<file path="src/rtl/edo_pkg.sv">
package edo_pkg;
    parameter int MA_W   = 9;
    parameter int ADDR_W = 2 * MA_W;
    parameter int LANE_W = 8;
    parameter int LANES  = 2;
    parameter int DQ_W   = LANE_W * LANES;

    typedef enum logic [2:0] {
        ST_IDLE,
        ST_ACT,
        ST_COLSET,
        ST_CAS,
        ST_CP,
        ST_OPEN,
        ST_PRE
    } edo_st_e;
endpackage

</file>
<file path="src/rtl/edo_ras_window.sv">
module edo_ras_window #(
    parameter int T_RASMAX = 9000,
    parameter int GUARD    = 6
) (
    input  logic clk,
    input  logic rst_n,
    input  logic ras_low,
    output logic near_limit
);
    localparam int RW    = $clog2(T_RASMAX + 1);
    localparam int LIMIT = T_RASMAX - GUARD;

    logic [RW-1:0] run_d, run_q;

    always_comb begin
        run_d = run_q;
        if (!ras_low)
            run_d = '0;
        else if (run_q != RW'(T_RASMAX))
            run_d = run_q + RW'(1);
    end

    always_ff @(posedge clk) begin
        if (!rst_n) run_q <= '0;
        else        run_q <= run_d;
    end

    assign near_limit = ras_low && (run_q >= RW'(LIMIT));


    ras_max_chk: assert property (@(posedge clk) disable iff (!rst_n)
        ras_low |-> (run_q < RW'(T_RASMAX)));
endmodule

</file>
<file path="src/rtl/edo_rd_capture.sv">
module edo_rd_capture import edo_pkg::*; (
    input  logic             clk,
    input  logic             rst_n,
    input  logic             cap_en,
    input  logic [LANES-1:0] lane_en,
    input  logic [DQ_W-1:0]  dq_in,
    output logic             rd_valid,
    output logic [DQ_W-1:0]  rd_data
);
    logic [DQ_W-1:0] mask;
    logic            vld_d, vld_q;
    logic [DQ_W-1:0] dat_d, dat_q;

    for (genvar g = 0; g < LANES; g++) begin : g_lane
        assign mask[g*LANE_W +: LANE_W] = {LANE_W{lane_en[g]}};
    end

    always_comb begin
        vld_d = cap_en;
        dat_d = dat_q;
        if (cap_en) dat_d = dq_in & mask;
    end

    always_ff @(posedge clk) begin
        if (!rst_n) begin
            vld_q <= 1'b0;
            dat_q <= '0;
        end else begin
            vld_q <= vld_d;
            dat_q <= dat_d;
        end
    end

    assign rd_valid = vld_q;
    assign rd_data  = dat_q;
endmodule

</file>
<file path="src/rtl/edo_page_ctrl.sv">
module edo_page_ctrl import edo_pkg::*; #(
    parameter int T_RCD    = 2,
    parameter int T_CAS    = 2,
    parameter int T_CP     = 1,
    parameter int T_RP     = 2,
    parameter int T_CAC    = 2,
    parameter int T_RASMAX = 9000
) (
    input  logic              clk,
    input  logic              rst_n,
    input  logic              req_valid,
    output logic              req_ready,
    input  logic [ADDR_W-1:0] req_addr,
    input  logic              req_we,
    input  logic [LANES-1:0]  req_be,
    input  logic [DQ_W-1:0]   req_wdata,
    output logic              rd_valid,
    output logic [DQ_W-1:0]   rd_data,
    input  logic              refresh_grant,
    output logic [MA_W-1:0]   dram_addr,
    output logic              dram_ras_n,
    output logic              dram_ucas_n,
    output logic              dram_lcas_n,
    output logic              dram_we_n,
    output logic              dram_oe_n,
    output logic [DQ_W-1:0]   dram_dq_out,
    output logic              dram_dq_oe,
    input  logic [DQ_W-1:0]   dram_dq_in
);
    localparam int MAXT_A = (T_RCD > T_CAS) ? T_RCD : T_CAS;
    localparam int MAXT_B = (T_CP > T_RP) ? T_CP : T_RP;
    localparam int MAXT   = (MAXT_A > MAXT_B) ? MAXT_A : MAXT_B;
    localparam int CW     = $clog2(MAXT + 1);
    localparam int PW     = $clog2(T_CAS + T_CP + 1);
    localparam int GUARD  = T_CAS + T_CP + 3;

    typedef struct packed {
        edo_st_e          st;
        logic [CW-1:0]    cnt;
        logic [PW-1:0]    ph;
        logic [MA_W-1:0]  row;
        logic [MA_W-1:0]  col;
        logic             wr;
        logic [LANES-1:0] be;
        logic [DQ_W-1:0]  wd;
        logic             pend;
        logic             last_rd;
        logic             ras_n;
        logic             ucas_n;
        logic             lcas_n;
        logic             we_n;
        logic             oe_n;
        logic [MA_W-1:0]  ma;
        logic             dq_oe;
    } ctl_t;

    ctl_t q, n;
    logic cap_en, near_limit, accept, row_hit;
    logic [MA_W-1:0] in_row, in_col;

    assign in_row    = req_addr[ADDR_W-1:MA_W];
    assign in_col    = req_addr[MA_W-1:0];
    assign req_ready = (q.st == ST_IDLE || q.st == ST_OPEN) && !refresh_grant && !near_limit;
    assign accept    = req_valid && req_ready;
    assign row_hit   = (in_row == q.row) && !(req_we && q.last_rd);

    always_comb begin
        n      = q;
        cap_en = 1'b0;
        unique case (q.st)
            ST_IDLE: begin
                if (accept) begin
                    n.row   = in_row;
                    n.col   = in_col;
                    n.wr    = req_we;
                    n.be    = req_be;
                    n.wd    = req_wdata;
                    n.st    = ST_ACT;
                    n.ras_n = 1'b0;
                    n.ma    = in_row;
                    n.we_n  = ~req_we;
                    n.dq_oe = req_we;
                    n.oe_n  = 1'b1;
                    n.cnt   = CW'(T_RCD - 1);
                end
            end
            ST_ACT, ST_COLSET: begin
                if (q.st == ST_COLSET || q.cnt == '0) begin
                    n.st     = ST_CAS;
                    n.ma     = q.col;
                    n.ucas_n = ~q.be[1];
                    n.lcas_n = ~q.be[0];
                    n.oe_n   = q.wr;
                    n.ph     = '0;
                    n.cnt    = CW'(T_CAS - 1);
                end else begin
                    n.cnt = q.cnt - CW'(1);
                end
            end
            ST_CAS, ST_CP: begin
                n.ph   = q.ph + PW'(1);
                cap_en = !q.wr && (q.ph == PW'(T_CAC - 1));
                if (q.cnt != '0) begin
                    n.cnt = q.cnt - CW'(1);
                end else if (q.st == ST_CAS) begin
                    n.st     = ST_CP;
                    n.ucas_n = 1'b1;
                    n.lcas_n = 1'b1;
                    n.we_n   = 1'b1;
                    n.dq_oe  = 1'b0;
                    n.cnt    = CW'(T_CP - 1);
                end else begin
                    n.st      = ST_OPEN;
                    n.last_rd = !q.wr;
                end
            end
            ST_OPEN: begin
                if (accept) begin
                    n.row = in_row;
                    n.col = in_col;
                    n.wr  = req_we;
                    n.be  = req_be;
                    n.wd  = req_wdata;
                    if (row_hit) begin
                        n.st    = ST_COLSET;
                        n.ma    = in_col;
                        n.we_n  = ~req_we;
                        n.dq_oe = req_we;
                        if (req_we) n.oe_n = 1'b1;
                    end else begin
                        n.st    = ST_PRE;
                        n.ras_n = 1'b1;
                        n.oe_n  = 1'b1;
                        n.pend  = 1'b1;
                        n.cnt   = CW'(T_RP - 1);
                    end
                end else if (refresh_grant || near_limit) begin
                    n.st    = ST_PRE;
                    n.ras_n = 1'b1;
                    n.oe_n  = 1'b1;
                    n.pend  = 1'b0;
                    n.cnt   = CW'(T_RP - 1);
                end
            end
            ST_PRE: begin
                if (q.cnt != '0) begin
                    n.cnt = q.cnt - CW'(1);
                end else if (!q.pend) begin
                    n.st = ST_IDLE;
                end else if (!refresh_grant) begin
                    n.st    = ST_ACT;
                    n.pend  = 1'b0;
                    n.ras_n = 1'b0;
                    n.ma    = q.row;
                    n.we_n  = ~q.wr;
                    n.dq_oe = q.wr;
                    n.cnt   = CW'(T_RCD - 1);
                end
            end
            default: n.st = ST_IDLE;
        endcase
    end

    always_ff @(posedge clk) begin
        if (!rst_n) begin
            q        <= '0;
            q.st     <= ST_IDLE;
            q.ras_n  <= 1'b1;
            q.ucas_n <= 1'b1;
            q.lcas_n <= 1'b1;
            q.we_n   <= 1'b1;
            q.oe_n   <= 1'b1;
        end else begin
            q <= n;
        end
    end

    edo_ras_window #(.T_RASMAX(T_RASMAX), .GUARD(GUARD)) u_window (
        .clk(clk), .rst_n(rst_n), .ras_low(!q.ras_n), .near_limit(near_limit));

    edo_rd_capture u_capture (
        .clk(clk), .rst_n(rst_n), .cap_en(cap_en), .lane_en(q.be),
        .dq_in(dram_dq_in), .rd_valid(rd_valid), .rd_data(rd_data));

    assign dram_addr   = q.ma;
    assign dram_ras_n  = q.ras_n;
    assign dram_ucas_n = q.ucas_n;
    assign dram_lcas_n = q.lcas_n;
    assign dram_we_n   = q.we_n;
    assign dram_oe_n   = q.oe_n;
    assign dram_dq_out = q.wd;
    assign dram_dq_oe  = q.dq_oe;

    initial begin

        cac_window_chk: assert (T_CAC >= 1 && T_CAC <= T_CAS + T_CP);

        rasmax_room_chk: assert (T_RASMAX >= T_RCD + 2 * GUARD);
    end


    lane_sync_u_chk: assert property (@(posedge clk) disable iff (!rst_n)
        $fell(q.ucas_n) |-> $past(q.lcas_n));

    lane_sync_l_chk: assert property (@(posedge clk) disable iff (!rst_n)
        $fell(q.lcas_n) |-> $past(q.ucas_n));

    we_setup_chk: assert property (@(posedge clk) disable iff (!rst_n)
        (!q.we_n && ($fell(q.ucas_n) || $fell(q.lcas_n))) |-> !$past(q.we_n));

    bus_oe_chk: assert property (@(posedge clk) disable iff (!rst_n)
        q.dq_oe |-> q.oe_n);

    cas_in_ras_chk: assert property (@(posedge clk) disable iff (!rst_n)
        (!q.ucas_n || !q.lcas_n) |-> !q.ras_n);

    one_accept_chk: assert property (@(posedge clk) disable iff (!rst_n)
        (req_valid && req_ready) |=> !req_ready);
endmodule

</file>
<file path="config.mk">
export PLATFORM = sky130hd
export DESIGN_NAME = edo_page_ctrl
export DESIGN_NICKNAME = d
export VERILOG_FILES = /design/src/rtl/edo_pkg.sv /design/src/rtl/edo_ras_window.sv /design/src/rtl/edo_rd_capture.sv /design/src/rtl/edo_page_ctrl.sv
export SDC_FILE = /design/constraint.sdc
export NUM_CORES = 1
export LEC_CHECK = 0
export BUFFER_PORTS_ARGS = -buffer_cell sky130_fd_sc_hd__clkbuf_2
export CAP_MARGIN = 20
export CORE_ASPECT_RATIO = 0.75
export CORE_UTILIZATION = 58
export CTS_CLUSTER_DIAMETER = 80
export DETAILED_ROUTE_END_ITERATION = 6
export GPL_ROUTABILITY_DRIVEN = 0
export PLACE_DENSITY_LB_ADDON = 0.12
export SLEW_MARGIN = 10
export SYNTH_ARGS = -nofsm -noshare
export SYNTH_HDL_FRONTEND = slang
export SYNTH_SLANG_ARGS = --single-unit
</file>
<file path="constraint.sdc">
create_clock -name clk -period 3.6 [get_ports clk]
set_input_delay 0.18 -clock clk [delete_from_list [all_inputs] [get_ports clk]]
set_output_delay 0.18 -clock clk [all_outputs]
set_load 0.01 [all_outputs]
</file>
==> metrics.md, run 1 <==
| Metric | Value |
|---|---|
| Status | completed |
| Vias in the first global route | 3,804 |
| Avg Cell Area, Syn | 8.12 um2 |
| Ys Warns | 0 |
| H-tree depth | 3 |
| Routed wire length | 11.1 mm |
| Sequential share of the synthesized area | 40.5% |
| Via Count | 4,201 |
| HP Start | req_wdata[9] |
| Slew HR | 28.4% |
| CP Launch Type | register |
| Max cap viols | 0 |
| Worst R2R Path Depth | 6 |
| Worst reg2reg startpoint | q[59] |
| Post-synth top area share | 40.5% |
| Hold Crit Depth | 3 |
| Placeable Area | 0.00747 mm2 |
| Drt first-iter violations | 334 |
| Post-Syn Area | 0.00455 mm2 |
| Final period util | 74.5% |
| Setup repair bufs after CTS | 0 |
| Synth cell types | 54 |
| Flop2flop setup slack | 0.92 ns |
| Worst-Skew Late Latency | 0.36 ns |
| # hold bufs at CTS | 0 |
| N_diodes | 0 |
| Fmax | 373 MHz |
| Die W | 104 um |
| Die Height | 78.7 um |
| DRT Pass-1 Iters | 5 |
| Placed inst area | 0.00492 mm2 |
| First-pass GRT wire length | 18.3 mm |
| Tot GR Track Use | 27.8% |
| Worst min-delay path class | in2reg |
| Reg2reg end | q[56] |
| Synth top area cells | dfxtp_1 41%, nand2_1 9.7%, a21oi_1 6.8% |
| Via density | 5.75 |
| Area Growth Syn to Fin | 12.9% |
| Critical path required time | 3.87 ns |
| DP Cell Count | 714 |
| Leak pwr | 2.10 nW |
| Crit-path cells | nor2b_1 -> and2_1 -> a31oi_1 -> a21o_1 -> and3_1 -> mux2i_1 |
| Critical Path Sink Type | register |
| Pin count of the biggest net entering global routing | 47 |
| CTS tree | yes |
| Initial Utilization | 60.9% |
| Synth area leader | dfxtp_1 |
| Layout cells sized above 1 | 22.4% |
| Worst IR Drop VDD | 0.288 mV |
| Post-Layout Cell Count | 730 |
| RSZ-0062 raised after global routing | false |
| Minimum clock period | 2.68 ns |
| Final slew viol count | 0 |
| Total power | 3.37 mW |
| Number of remaining DRC errors | 0 |
| Syn nets | 624 |
| Post-cts sizing count | 0 |
| Grt ovf | 0 |
| Top Ports | 106 |
| Asr flop ratio synth | 0% |
| Classification of the worst setup path | reg2reg |
| Power per cell area | 656 mW/mm2 |
| Post-synth EDFFs | 0 |
| Most frequent cells after synthesis | 118 x nand2_1, 92 x dfxtp_1, 62 x a21oi_1 |
| Slew @ Worst Pin | 1.07 ns |
| Most common cell in the netlist | nand2_1 |
| Fin util | 68.8% |
| Design area | 0.00513 mm2 |
| #FFs+latches synth | 92 |
| CP arrival | 2.96 ns |
| Die Area | 0.00820 mm2 |
| Critical path's slowest cell | dfxtp_1 |
| Clock sink total | 92 |
| Crit-path max cell delay | 1.04 ns |
| Final hold violation count | 0 |
| Root buffer cell | clkbuf_8 |
| Largest fanout on the critical path | 30 |
| Clk_skew | 0.0108 ns |
| Average routed wire per standard cell | 15.2 um |
| Final setup fails | 0 |
| Port bufs | 105 |
| DP Wirelength | 7.91 mm |
| Detail Route Antenna Nets | 0 |
| Post-synthesis cell count | 560 |
| Clk slew on worst S/H paths | 0.10 ns |
| # rows | 27 |
| Total negative slack | 0 ns |
| Final #Nets | 688 |
| Num CTS Buffers | 9 |
| Synth Flop Type | dfxtp_1 |
| Sink of the worst hold path | dram_dq_out[9] |
| Initial antenna violation count | 0 |
| Clock Path Buffers | 2 |
-- worst max-delay path, delay by kind of cell (launching register included) --
kind            cells  cell delay, ns
compound gates      2            0.42
mux                 1            0.21
flops               1            1.04
simple gates        3            0.93
-- worst max-delay path by stage --
stage,startpoint,endpoint,slack (ns),cells after the start
global route,q[59],q[56],0.75,6
CTS,q[59],q[56],1.00,6
floorplan,u_window.run_q[10],dram_we_n,1.61,6
detailed placement,q[59],q[56],1.03,6
global placement,q[59],dram_ras_n,1.12,6
finish,q[59],q[56],0.92,6
-- layout make-up --
| cell class | count | area [um2] |
|---|---|---|
| repair buffers | 110 | 563 |
| clock inverters | 5 | 67.6 |
| multi-input cells | 399 | 2340 |
| clock buffers | 11 | 151 |
| well taps | 101 | 126 |
| inverters | 12 | 45.0 |
| flip-flops and latches | 92 | 1840 |
| fillers | 647 | 2330 |
-- per-layer routing --
| metal | GRT usage [%] | share of wire [%] | routed length (um) | vias up |
|---|---|---|---|---|
| met1 | 38.9 | 46 | 5100 | 1940 |
| met2 | 42.6 | 44 | 4890 | 183 |
| met5 | 0 | 0 | 0 | - |
| met3 | 6.15 | 8.5 | 941 | 22 |
| li1 | - | - | - | 2056 |
| met4 | 9.00 | 1.6 | 175 | 0 |
-- placed cells by master, fill, tap and decap left out, drive strengths merged, types with 6 or more instances in the layout --
| cell type | instances |
|---|---|
| nand2b | 6 |
| nor2 | 24 |
| a21oi | 63 |
| nand4 | 6 |
| inv | 13 |
| o22ai | 6 |
| clkbuf | 116 |
| xor2 | 9 |
| and3 | 9 |
| o21ai | 25 |
| nand2 | 119 |
| mux2i | 9 |
| xnor2 | 13 |
| dfxtp | 92 |
| a22oi | 6 |
| a22o | 18 |
| ha | 7 |
| a31oi | 8 |
| nor3 | 12 |
| nand3 | 13 |
-- flip-flops by register name, summed over array words and instances, names as in the netlist --
register	cells
dram_dq_out	16
q	30
dram_lcas_n	1
dram_ras_n	1
u_capture.rd_data	16
u_window.run_q	14
dram_dq_oe	1
dram_addr	9
dram_we_n	1
u_capture.rd_valid	1
dram_ucas_n	1
dram_oe_n	1
-- stage by stage --
stage / setup WS (ns) / hold slack [ns]
after global routing: 0.748 / 0.0178
after CTS: 1.00 / 0.0181
after detailed placement: 1.03 / 0.395
after floorplan: 1.61 / 0.306
after global placement: 1.12 / 0.392
final: 0.917 / 0.0315
-- power by group --
group	switching, mW	internal [mW]	total (mW)
sequential	0.150	1.18	1.32
clock	0.375	0.369	0.744
combinational	0.797	0.500	1.30
total	1.32	2.04	3.37
-- cells by family after synthesis --
family / synth area share [%]
DFF: 40.5
adders and majority gates: 1.93
AOI/OAI and AO/OA: 22.5
buffers and inverters: 8.04
muxes: 2.23
and+or+nand+nor: 20.6
xor gates and xnor gates: 4.24
Note: power is estimated with default switching activity, not from simulation.
==> run 2, diff against run 1 <==
--- a/config.mk
+++ b/config.mk
@@ -5,10 +5,11 @@
 export SDC_FILE = /design/constraint.sdc
 export NUM_CORES = 1
 export LEC_CHECK = 0
+export ABC_AREA = 1
 export BUFFER_PORTS_ARGS = -buffer_cell sky130_fd_sc_hd__clkbuf_2
 export CAP_MARGIN = 20
 export CORE_ASPECT_RATIO = 0.75
-export CORE_UTILIZATION = 58
+export CORE_UTILIZATION = 49
 export CTS_CLUSTER_DIAMETER = 80
 export DETAILED_ROUTE_END_ITERATION = 6
 export GPL_ROUTABILITY_DRIVEN = 0
==> constraint.sdc (replaced) <==
create_clock -name clk -period 2.2 [get_ports clk]
set_input_delay 0.11 -clock clk [delete_from_list [all_inputs] [get_ports clk]]
set_output_delay 0.11 -clock clk [all_outputs]
set_load 0.01 [all_outputs]
==> metrics.md, run 2 <==
| Metric | Value |
|---|---|
| Status | finished, violations left (was completed) |
| Failing checks | hold timing |
| Vias in the first global route | 4,167 (was 3,804) |
| Pin count of the biggest net entering global routing | 52 (was 47) |
| Area Growth Syn to Fin | 21.9% (was 12.9%) |
| CP arrival | 1.94 ns (was 2.96 ns) |
| Crit-path cells | inv_1 -> ha_1 -> nand2_1 -> nor2_1 -> nand2_1 -> nand3_1 -> a21oi_2 -> buf_6 -> clkbuf_2 (was nor2b_1 -> and2_1 -> a31oi_1 -> a21o_1 -> and3_1 -> mux2i_1) |
| Post-Layout Cell Count | 885 (was 730) |
| Via density | 5.17 (was 5.75) |
| Logic gate share of total power | 36.8% (was 38.5%) |
| Final setup fails | 0 (unchanged) |
| Post-synth EDFFs | 0 (unchanged) |
| DRT Pass-1 Iters | 5 (unchanged) |
| Synth cell types | 41 (was 54) |
| Slew HR | 58.9% (was 28.4%) |
| Initial Utilization | 51.0% (was 60.9%) |
| H-tree depth | 3 (unchanged) |
| Worst min-delay path class | in2reg (unchanged) |
| Clk slew on worst S/H paths | 0.06 ns (was 0.10 ns) |
| Total power | 6.54 mW (was 3.37 mW) |
| Fin util | 62.2% (was 68.8%) |
| Asr flop ratio synth | 0% (unchanged) |
| Worst-Skew Late Latency | 0.34 ns (was 0.36 ns) |
| Clock share of power | 30.4% (was 22.1%) |
| Die Area | 0.00989 mm2 (was 0.00820 mm2) |
| Clock sink total | 92 (unchanged) |
| Total negative slack | 0 ns (unchanged) |
| Ys Warns | 0 (unchanged) |
| Synth top area cells | dfxtp_1 40%, nand2_1 12%, nand3_1 8.9% (was dfxtp_1 41%, nand2_1 9.7%, a21oi_1 6.8%) |
| Slew @ Worst Pin | 0.614 ns (was 1.07 ns) |
| Detail Route Antenna Nets | 0 (unchanged) |
| Sink of the worst hold path | u_capture.rd_data[4] (was dram_dq_out[9]) |
| Buffers plus inverters on the worst setup path | 3 (was 0) |
| Hold Crit Depth | 3 (unchanged) |
| Grt ovf | 0 (unchanged) |
| Most frequent cells after synthesis | 147 x nand2_1, 92 x dfxtp_1, 83 x nand3_1 (was 118 x nand2_1, 92 x dfxtp_1, 62 x a21oi_1) |
| Worst R2R Path Depth | 9 (was 6) |
| Number of remaining DRC errors | 0 (unchanged) |
| Average routed wire per standard cell | 13.9 um (was 15.2 um) |
| Fmax | 487 MHz |
| Drt first-iter violations | 286 (was 334) |
| CP Launch Type | register (unchanged) |
| Top Ports | 106 (unchanged) |
| Crit-path max cell delay | 0.37 ns (was 1.04 ns) |
| Most common cell in the netlist | nand2_1 (unchanged) |
| Root buffer cell | clkbuf_16 (was clkbuf_8) |
| Final hold slack | -0.00326 ns (was 0.0315 ns) |
| Tot GR Track Use | 25.4% (was 27.8%) |
| Clk_skew | 0.00539 ns (was 0.0108 ns) |
| Max cap viols | 0 (unchanged) |
| Via Count | 4,579 (was 4,201) |
| Final #Nets | 816 (was 688) |
| Critical path's slowest cell | dfxtp_1 (unchanged) |
| Post-synth top area share | 39.6% (was 40.5%) |
| Top reg by flops | q (unchanged) |
| Syn nets | 729 (was 624) |
| CP delay by family, top | buffers and inverters (was flip-flops) |
| Post-Syn Area | 0.00465 mm2 (was 0.00455 mm2) |
| Die W | 115 um (was 104 um) |
| Pint | 4.13 mW (was 2.04 mW) |
| Reg2reg end | dram_addr[7] (was q[56]) |
| # rows | 30 (was 27) |
| Placed inst area | 0.00512 mm2 (was 0.00492 mm2) |
| Max reg flops | 30 (unchanged) |
| Largest fanout on the critical path | 26 (was 30) |
| Power per cell area | 1150 mW/mm2 (was 656 mW/mm2) |
| Design area | 0.00567 mm2 (was 0.00513 mm2) |
| Flop pwr share | 32.8% (was 39.4%) |
| CTS tree | yes (unchanged) |
| Port bufs | 105 (unchanged) |
| Die Height | 86.4 um (was 78.7 um) |
| Critical path required time | 2.09 ns (was 3.87 ns) |
| Flop2flop setup slack | 0.15 ns (was 0.92 ns) |
| Critical Path Sink Type | output port (was register) |
| Leak pwr | 2.60 nW (was 2.10 nW) |
| Classification of the worst setup path | reg2out (was reg2reg) |
| Setup repair bufs after CTS | 0 (unchanged) |
| Switching share of power | 36.8% (was 39.3%) |
| Most used cell, CP | nand2_1 |
| RSZ-0062 raised after global routing | false (unchanged) |
| Layout cells sized above 1 | 21.7% (was 22.4%) |
| Minimum clock period | 2.05 ns |
| Routed wire length | 12.3 mm (was 11.1 mm) |
| Avg Cell Area, Syn | 7.00 um2 (was 8.12 um2) |
| Final slew viol count | 0 (unchanged) |
| Post-synthesis cell count | 665 (was 560) |
| Final hold violation count | 1 (was 0) |
| Placeable Area | 0.00912 mm2 (was 0.00747 mm2) |
| Most common cell after layout, fill and taps aside | nand2_1 (unchanged) |
| First-pass GRT wire length | 19.8 mm (was 18.3 mm) |
| DP Wirelength | 8.72 mm (was 7.91 mm) |
| HP Start | dram_dq_in[4] (was req_wdata[9]) |
| Commonest cells after routing, fill and taps aside | 145 x nand2_1, 105 x clkbuf_2, 91 x dfxtp_1, 83 x nand3_1, 67 x nor2_1 (was 118 x nand2_1, 105 x clkbuf_2, 92 x dfxtp_1, 62 x a21oi_1, 25 x o21ai_0) |
| Num CTS Buffers | 9 (unchanged) |
| Clock Path Buffers | 2 (unchanged) |
| Initial antenna violation count | 0 (unchanged) |
| Final period util | 93.3% |
| Worst IR Drop VDD | 0.639 mV (was 0.288 mV) |
| Switching power total | 2.41 mW (was 1.32 mW) |
| Synth Flop Type | dfxtp_1 (unchanged) |
| DP Cell Count | 856 (was 714) |
| Sequential share of the synthesized area | 39.6% (was 40.5%) |
| Worst reg2reg startpoint | q[59] (unchanged) |
| Synth area leader | dfxtp_1 (unchanged) |
| #FFs+latches synth | 92 (unchanged) |
| N_diodes | 0 (unchanged) |
==> run 2: cell count changes in the layout (fill, tap and decap cells not counted), moves of 9 or more <==
cell / change
inv_1: +51
xnor2_1: -12
o21ai_0: +11
clkbuf_8: -11
nor2_1: +44
mux2i_1: -9
nand2_1: +27
and3_1: -9
clkbuf_16: +10
nand3_1: +70
dlygate4sd3_1: +12
a22o_1: -18
==> run 2: worst max-delay path by stage <==
stage / startpoint / end / slack, ns / cells past startpoint
after floorplan: u_window.run_q[0] / q[16] / 0.46 / 13
after global placement: u_window.run_q[0] / dram_addr[8] / 0.19 / 13
after detailed placement: u_window.run_q[0] / dram_addr[8] / 0.11 / 13
after CTS: u_window.run_q[0] / dram_addr[8] / 0.08 / 13
after global routing: u_window.run_q[0] / q[58] / 0.02 / 14
final: u_window.run_q[0] / req_ready / 0.15 / 9
==> run 2: worst register-to-register path, stage by stage, from the launching register on <==
cell	delay [ns]
dfxtp_1	0.56
inv_2	0.11
nand3_2	0.13
inv_1	0.22
nand2_1	0.11
o21ai_0	0.08
a221oi_1	0.44
nand3_1	0.16
nand2_1	0.09
nor2_1	0.05
==> run 2: power groups by stage <==
stage	registers, mW	clock network, mW	logic [mW]
5_1_grt	2.18	2.08	2.70
3_3_place_gp	2.16	0	2.24
2_1_floorplan	2.12	0	1.77
4_1_cts	2.14	2.02	2.34
3_5_place_dp	2.18	0	2.30
6_report	2.14	1.99	2.41
==> run 2: metrics by stage <==
step	setup WS, ns	hold WS, ns
after detailed placement	0.106	0.336
after global placement	0.192	0.332
after CTS	0.0791	0.00127
after global routing	0.0233	0.00295
after floorplan	0.457	0.244
final	0.147	-0.00326
==> run 2: cells by family after synthesis <==
logic type,synth area share [%]
and+or+nand+nor,31.7
buffers and inverters,12.2
AOI/OAI and AO/OA,13.9
DFF,39.6
adders and majority gates,1.88
xor gates and xnor gates,0.753
==> run 2: repair_timing <==
| item | in CTS | in global routing |
|---|---|---|
| hold buffers | 12 | 0 |
| endpoints found under the hold margin | 12 | 0 |
| setup endpoints to repair | 0 | 14 |
| gates resized for setup | 0 | 6 |
==> run 2: area by class of cell <==
| type | count | area [um2] |
|---|---|---|
| clock buffers | 10 | 229 |
| clock inverters | 6 | 159 |
| fillers | 850 | 3450 |
| inverters | 67 | 253 |
| multi-input cells | 454 | 2250 |
| flip-flops and latches | 92 | 1840 |
| well taps | 128 | 160 |
| repair buffers | 128 | 774 |
==> run 2: per-layer routing <==
layer / global-route usage [%] / wire (um) / vias to the layer above
li1: - / - / 2321
met1: 34.1 / 5710 / 2120
met2: 40.6 / 5640 / 123
met3: 7.06 / 809 / 15
met4: 6.38 / 177 / 0
met5: 0 / 0 / -
==> run 3, diff against run 2 <==
--- a/config.mk
+++ b/config.mk
@@ -13,7 +13,7 @@
 export CTS_CLUSTER_DIAMETER = 80
 export DETAILED_ROUTE_END_ITERATION = 6
 export GPL_ROUTABILITY_DRIVEN = 0
-export PLACE_DENSITY_LB_ADDON = 0.12
+export PLACE_DENSITY = 0.76
 export SLEW_MARGIN = 10
 export SYNTH_ARGS = -nofsm -noshare
 export SYNTH_HDL_FRONTEND = slang
==> constraint.sdc (replaced) <==
create_clock -name clk -period 1.72 [get_ports clk]
set_input_delay 0.086 -clock clk [delete_from_list [all_inputs] [get_ports clk]]
set_output_delay 0.086 -clock clk [all_outputs]
set_load 0.01 [all_outputs]
==> metrics.md, run 3 (synthesis gave the netlist of run 2 again) <==
| Metric | Value |
|---|---|
| Clock Path Buffers | 2 (unchanged) |
| Area of the multi-input gates | 0.00265 mm2 (was 0.00225 mm2) |
| Number of remaining DRC errors | 0 (unchanged) |
| Via Count | 5,336 (was 4,579) |
| RSZ-0062 raised after global routing | true (was false) |
| Max cap viols | 0 (unchanged) |
| DRT Pass-1 Iters | 6 (was 5) |
| Minimum clock period | 1.88 ns |
| Most common cell after layout, fill and taps aside | nand2_1 (unchanged) |
| Pin count of the biggest net entering global routing | 50 (was 52) |
| Via density | 5.45 (was 5.17) |
| Layout cells sized above 1 | 37.4% (was 21.7%) |
| Commonest cells after routing, fill and taps aside | 131 x nand2_1, 104 x clkbuf_2, 81 x dfxtp_1, 68 x buf_4, 60 x nand3_1 (was 145 x nand2_1, 105 x clkbuf_2, 91 x dfxtp_1, 83 x nand3_1, 67 x nor2_1) |
| Drt first-iter violations | 495 (was 286) |
| Clk slew on worst S/H paths | 0.07 ns (was 0.06 ns) |
| Fmax | 533 MHz |
| Tot GR Track Use | 29.3% (was 25.4%) |
| Initial antenna violation count | 0 (unchanged) |
| Crit-path max cell delay | 0.33 ns (was 0.37 ns) |
| DP Wirelength | 9.54 mm (was 8.72 mm) |
| Final slew viol count | 0 (unchanged) |
| CP Launch Type | register (unchanged) |
| Final period util | 109% |
| Post-Layout Cell Count | 979 (was 885) |
| Initial Utilization | 51.0% (unchanged) |
| Root buffer cell | clkbuf_16 (unchanged) |
| Largest fanout on the critical path | 3 (was 26) |
| Crit-path cells | inv_1 -> nand2_1 -> nand2_1 -> nor2_1 -> nand3_1 -> nor2_2 -> nand4_1 -> buf_4 -> nor2_4 -> nand2_2 -> nand3_2 -> nand3_2 (was inv_1 -> ha_1 -> nand2_1 -> nor2_1 -> nand2_1 -> nand3_1 -> a21oi_2 -> buf_6 -> clkbuf_2) |
| Status | finished, violations left (unchanged) |
| Leak pwr | 3.13 nW (was 2.60 nW) |
| First-pass GRT wire length | 22.6 mm (was 19.8 mm) |
| Slew HR | 61.9% (was 58.9%) |
| DP Cell Count | 910 (was 856) |
| Setup WS post-layout | -0.158 ns (was 0.147 ns) |
| CP arrival | 2.09 ns (was 1.94 ns) |
| Worst slack, placed | -0.128 ns (was 0.106 ns) |
| CTS tree | yes (unchanged) |
| Port bufs | 105 (unchanged) |
| Placeable Area | 0.00912 mm2 (unchanged) |
| Worst-Skew Late Latency | 0.35 ns (was 0.34 ns) |
| Classification of the worst setup path | reg2reg (was reg2out) |
| Final hold violation count | 0 (was 1) |
| N_diodes | 0 (unchanged) |
| Flop2flop setup slack | -0.16 ns (was 0.15 ns) |
| Die Height | 86.4 um (unchanged) |
| Max reg flops | 30 (unchanged) |
| Num CTS Buffers | 9 (unchanged) |
| H-tree depth | 3 (unchanged) |
| Critical path required time | 1.94 ns (was 2.09 ns) |
| Sequential cell area | 0.00186 mm2 (was 0.00184 mm2) |
| Routed wire length | 16.2 mm (was 12.3 mm) |
| Worst min-delay path class | in2reg (unchanged) |
| Total power | 9.33 mW (was 6.54 mW) |
| Final setup fails | 36 (was 0) |
| Detail Route Antenna Nets | 0 (unchanged) |
| Placed inst area | 0.00553 mm2 (was 0.00512 mm2) |
| Top Ports | 106 (unchanged) |
| Clk_skew | 0.00527 ns (was 0.00539 ns) |
| Slew @ Worst Pin | 0.571 ns (was 0.614 ns) |
| Grt ovf | 0 (unchanged) |
| Vias in the first global route | 4,732 (was 4,167) |
| Area Growth Syn to Fin | 47.7% (was 21.9%) |
| Average routed wire per standard cell | 16.5 um (was 13.9 um) |
| Top reg by flops | q (unchanged) |
| Final #Nets | 910 (was 816) |
| Critical path's slowest cell | dfxtp_1 (unchanged) |
| Die Area | 0.00989 mm2 (unchanged) |
| Critical Path Sink Type | register (was output port) |
| Failing checks | setup timing (was hold timing) |
| Power per cell area | 1360 mW/mm2 (was 1150 mW/mm2) |
| Design area | 0.00687 mm2 (was 0.00567 mm2) |
| Die W | 115 um (unchanged) |
| # rows | 30 (unchanged) |
| Fill count | 627 (was 850) |
| Worst IR Drop VDD | 0.768 mV (was 0.639 mV) |
| Total negative slack | -2.97 ns (was 0 ns) |
| Clock sink total | 92 (unchanged) |
## run 3: cell count changes in the layout (fill, tap and decap cells not counted), sizes merged
cell	delta
dlygate4sd3	+19
clkinvlp	+2
buf	+75
bufinv	-4
clkinv	+2
## run 3: cell type report
cell class	instances	share of cell area (%)
Timing Repair Buffer	222	24.0
Tap cell	128	2.33
Clock inverter	6	0.929
Clock buffer	10	3.33
Multi-Input combinational cell	454	38.6
Sequential cell	92	27.1
Inverter	67	3.73
## run 3: critical path: cells and delay by family (launching register included)
family / cells / cell delay (ns)
flops: 1 / 0.33
simple gates: 10 / 1.12
buf+inv: 2 / 0.30
## run 3: path summary, 6_finish.rpt
path,cells past startpoint,end,start
hold reg to reg,2,u_capture.rd_data[3],u_capture.rd_data[3]
setup / recovery,12,dram_oe_n,q[49]
setup reg to reg,12,dram_oe_n,q[49]
hold / removal,3,q[42],req_addr[6]
## run 3: timing repair
item / 4_1_cts / 5_1_grt
gates resized for setup: 25 / 101
setup endpoints to repair: 40 / 77
gates cloned: 1 / 2
hold endpoints to repair: 31 / 0
hold buffers: 31 / 0
buffers inserted: 7 / 15
pin swaps: 15 / 47
## run 3: layer usage
| metal | wire length [um] | vias up | GRT usage (%) | share of wire (%) |
|---|---|---|---|---|
| met5 | 0 | - | 0 | 0 |
| met4 | 653 | 0 | 10.2 | 4.0 |
| met3 | 1450 | 82 | 6.78 | 9.0 |
| met2 | 7820 | 307 | 49.5 | 48 |
| met1 | 6250 | 2430 | 36.8 | 39 |
| li1 | - | 2517 | - | - |
## run 3: through the flow
step / util (%) / hold slack [ns]
2_1_floorplan: - / 0.220
3_3_place_gp: 60.7 / 0.305
3_5_place_dp: 60.7 / 0.311
4_1_cts: 69.4 / 0.00159
5_1_grt: 75.3 / 0.00673
6_report: 75.3 / 0.00396
## run 3: power breakdown
part	switching [mW]	internal, mW
Clock	0.862	1.13
Combinational	2.63	1.94
Sequential	0.294	2.47
Total	3.78	5.54
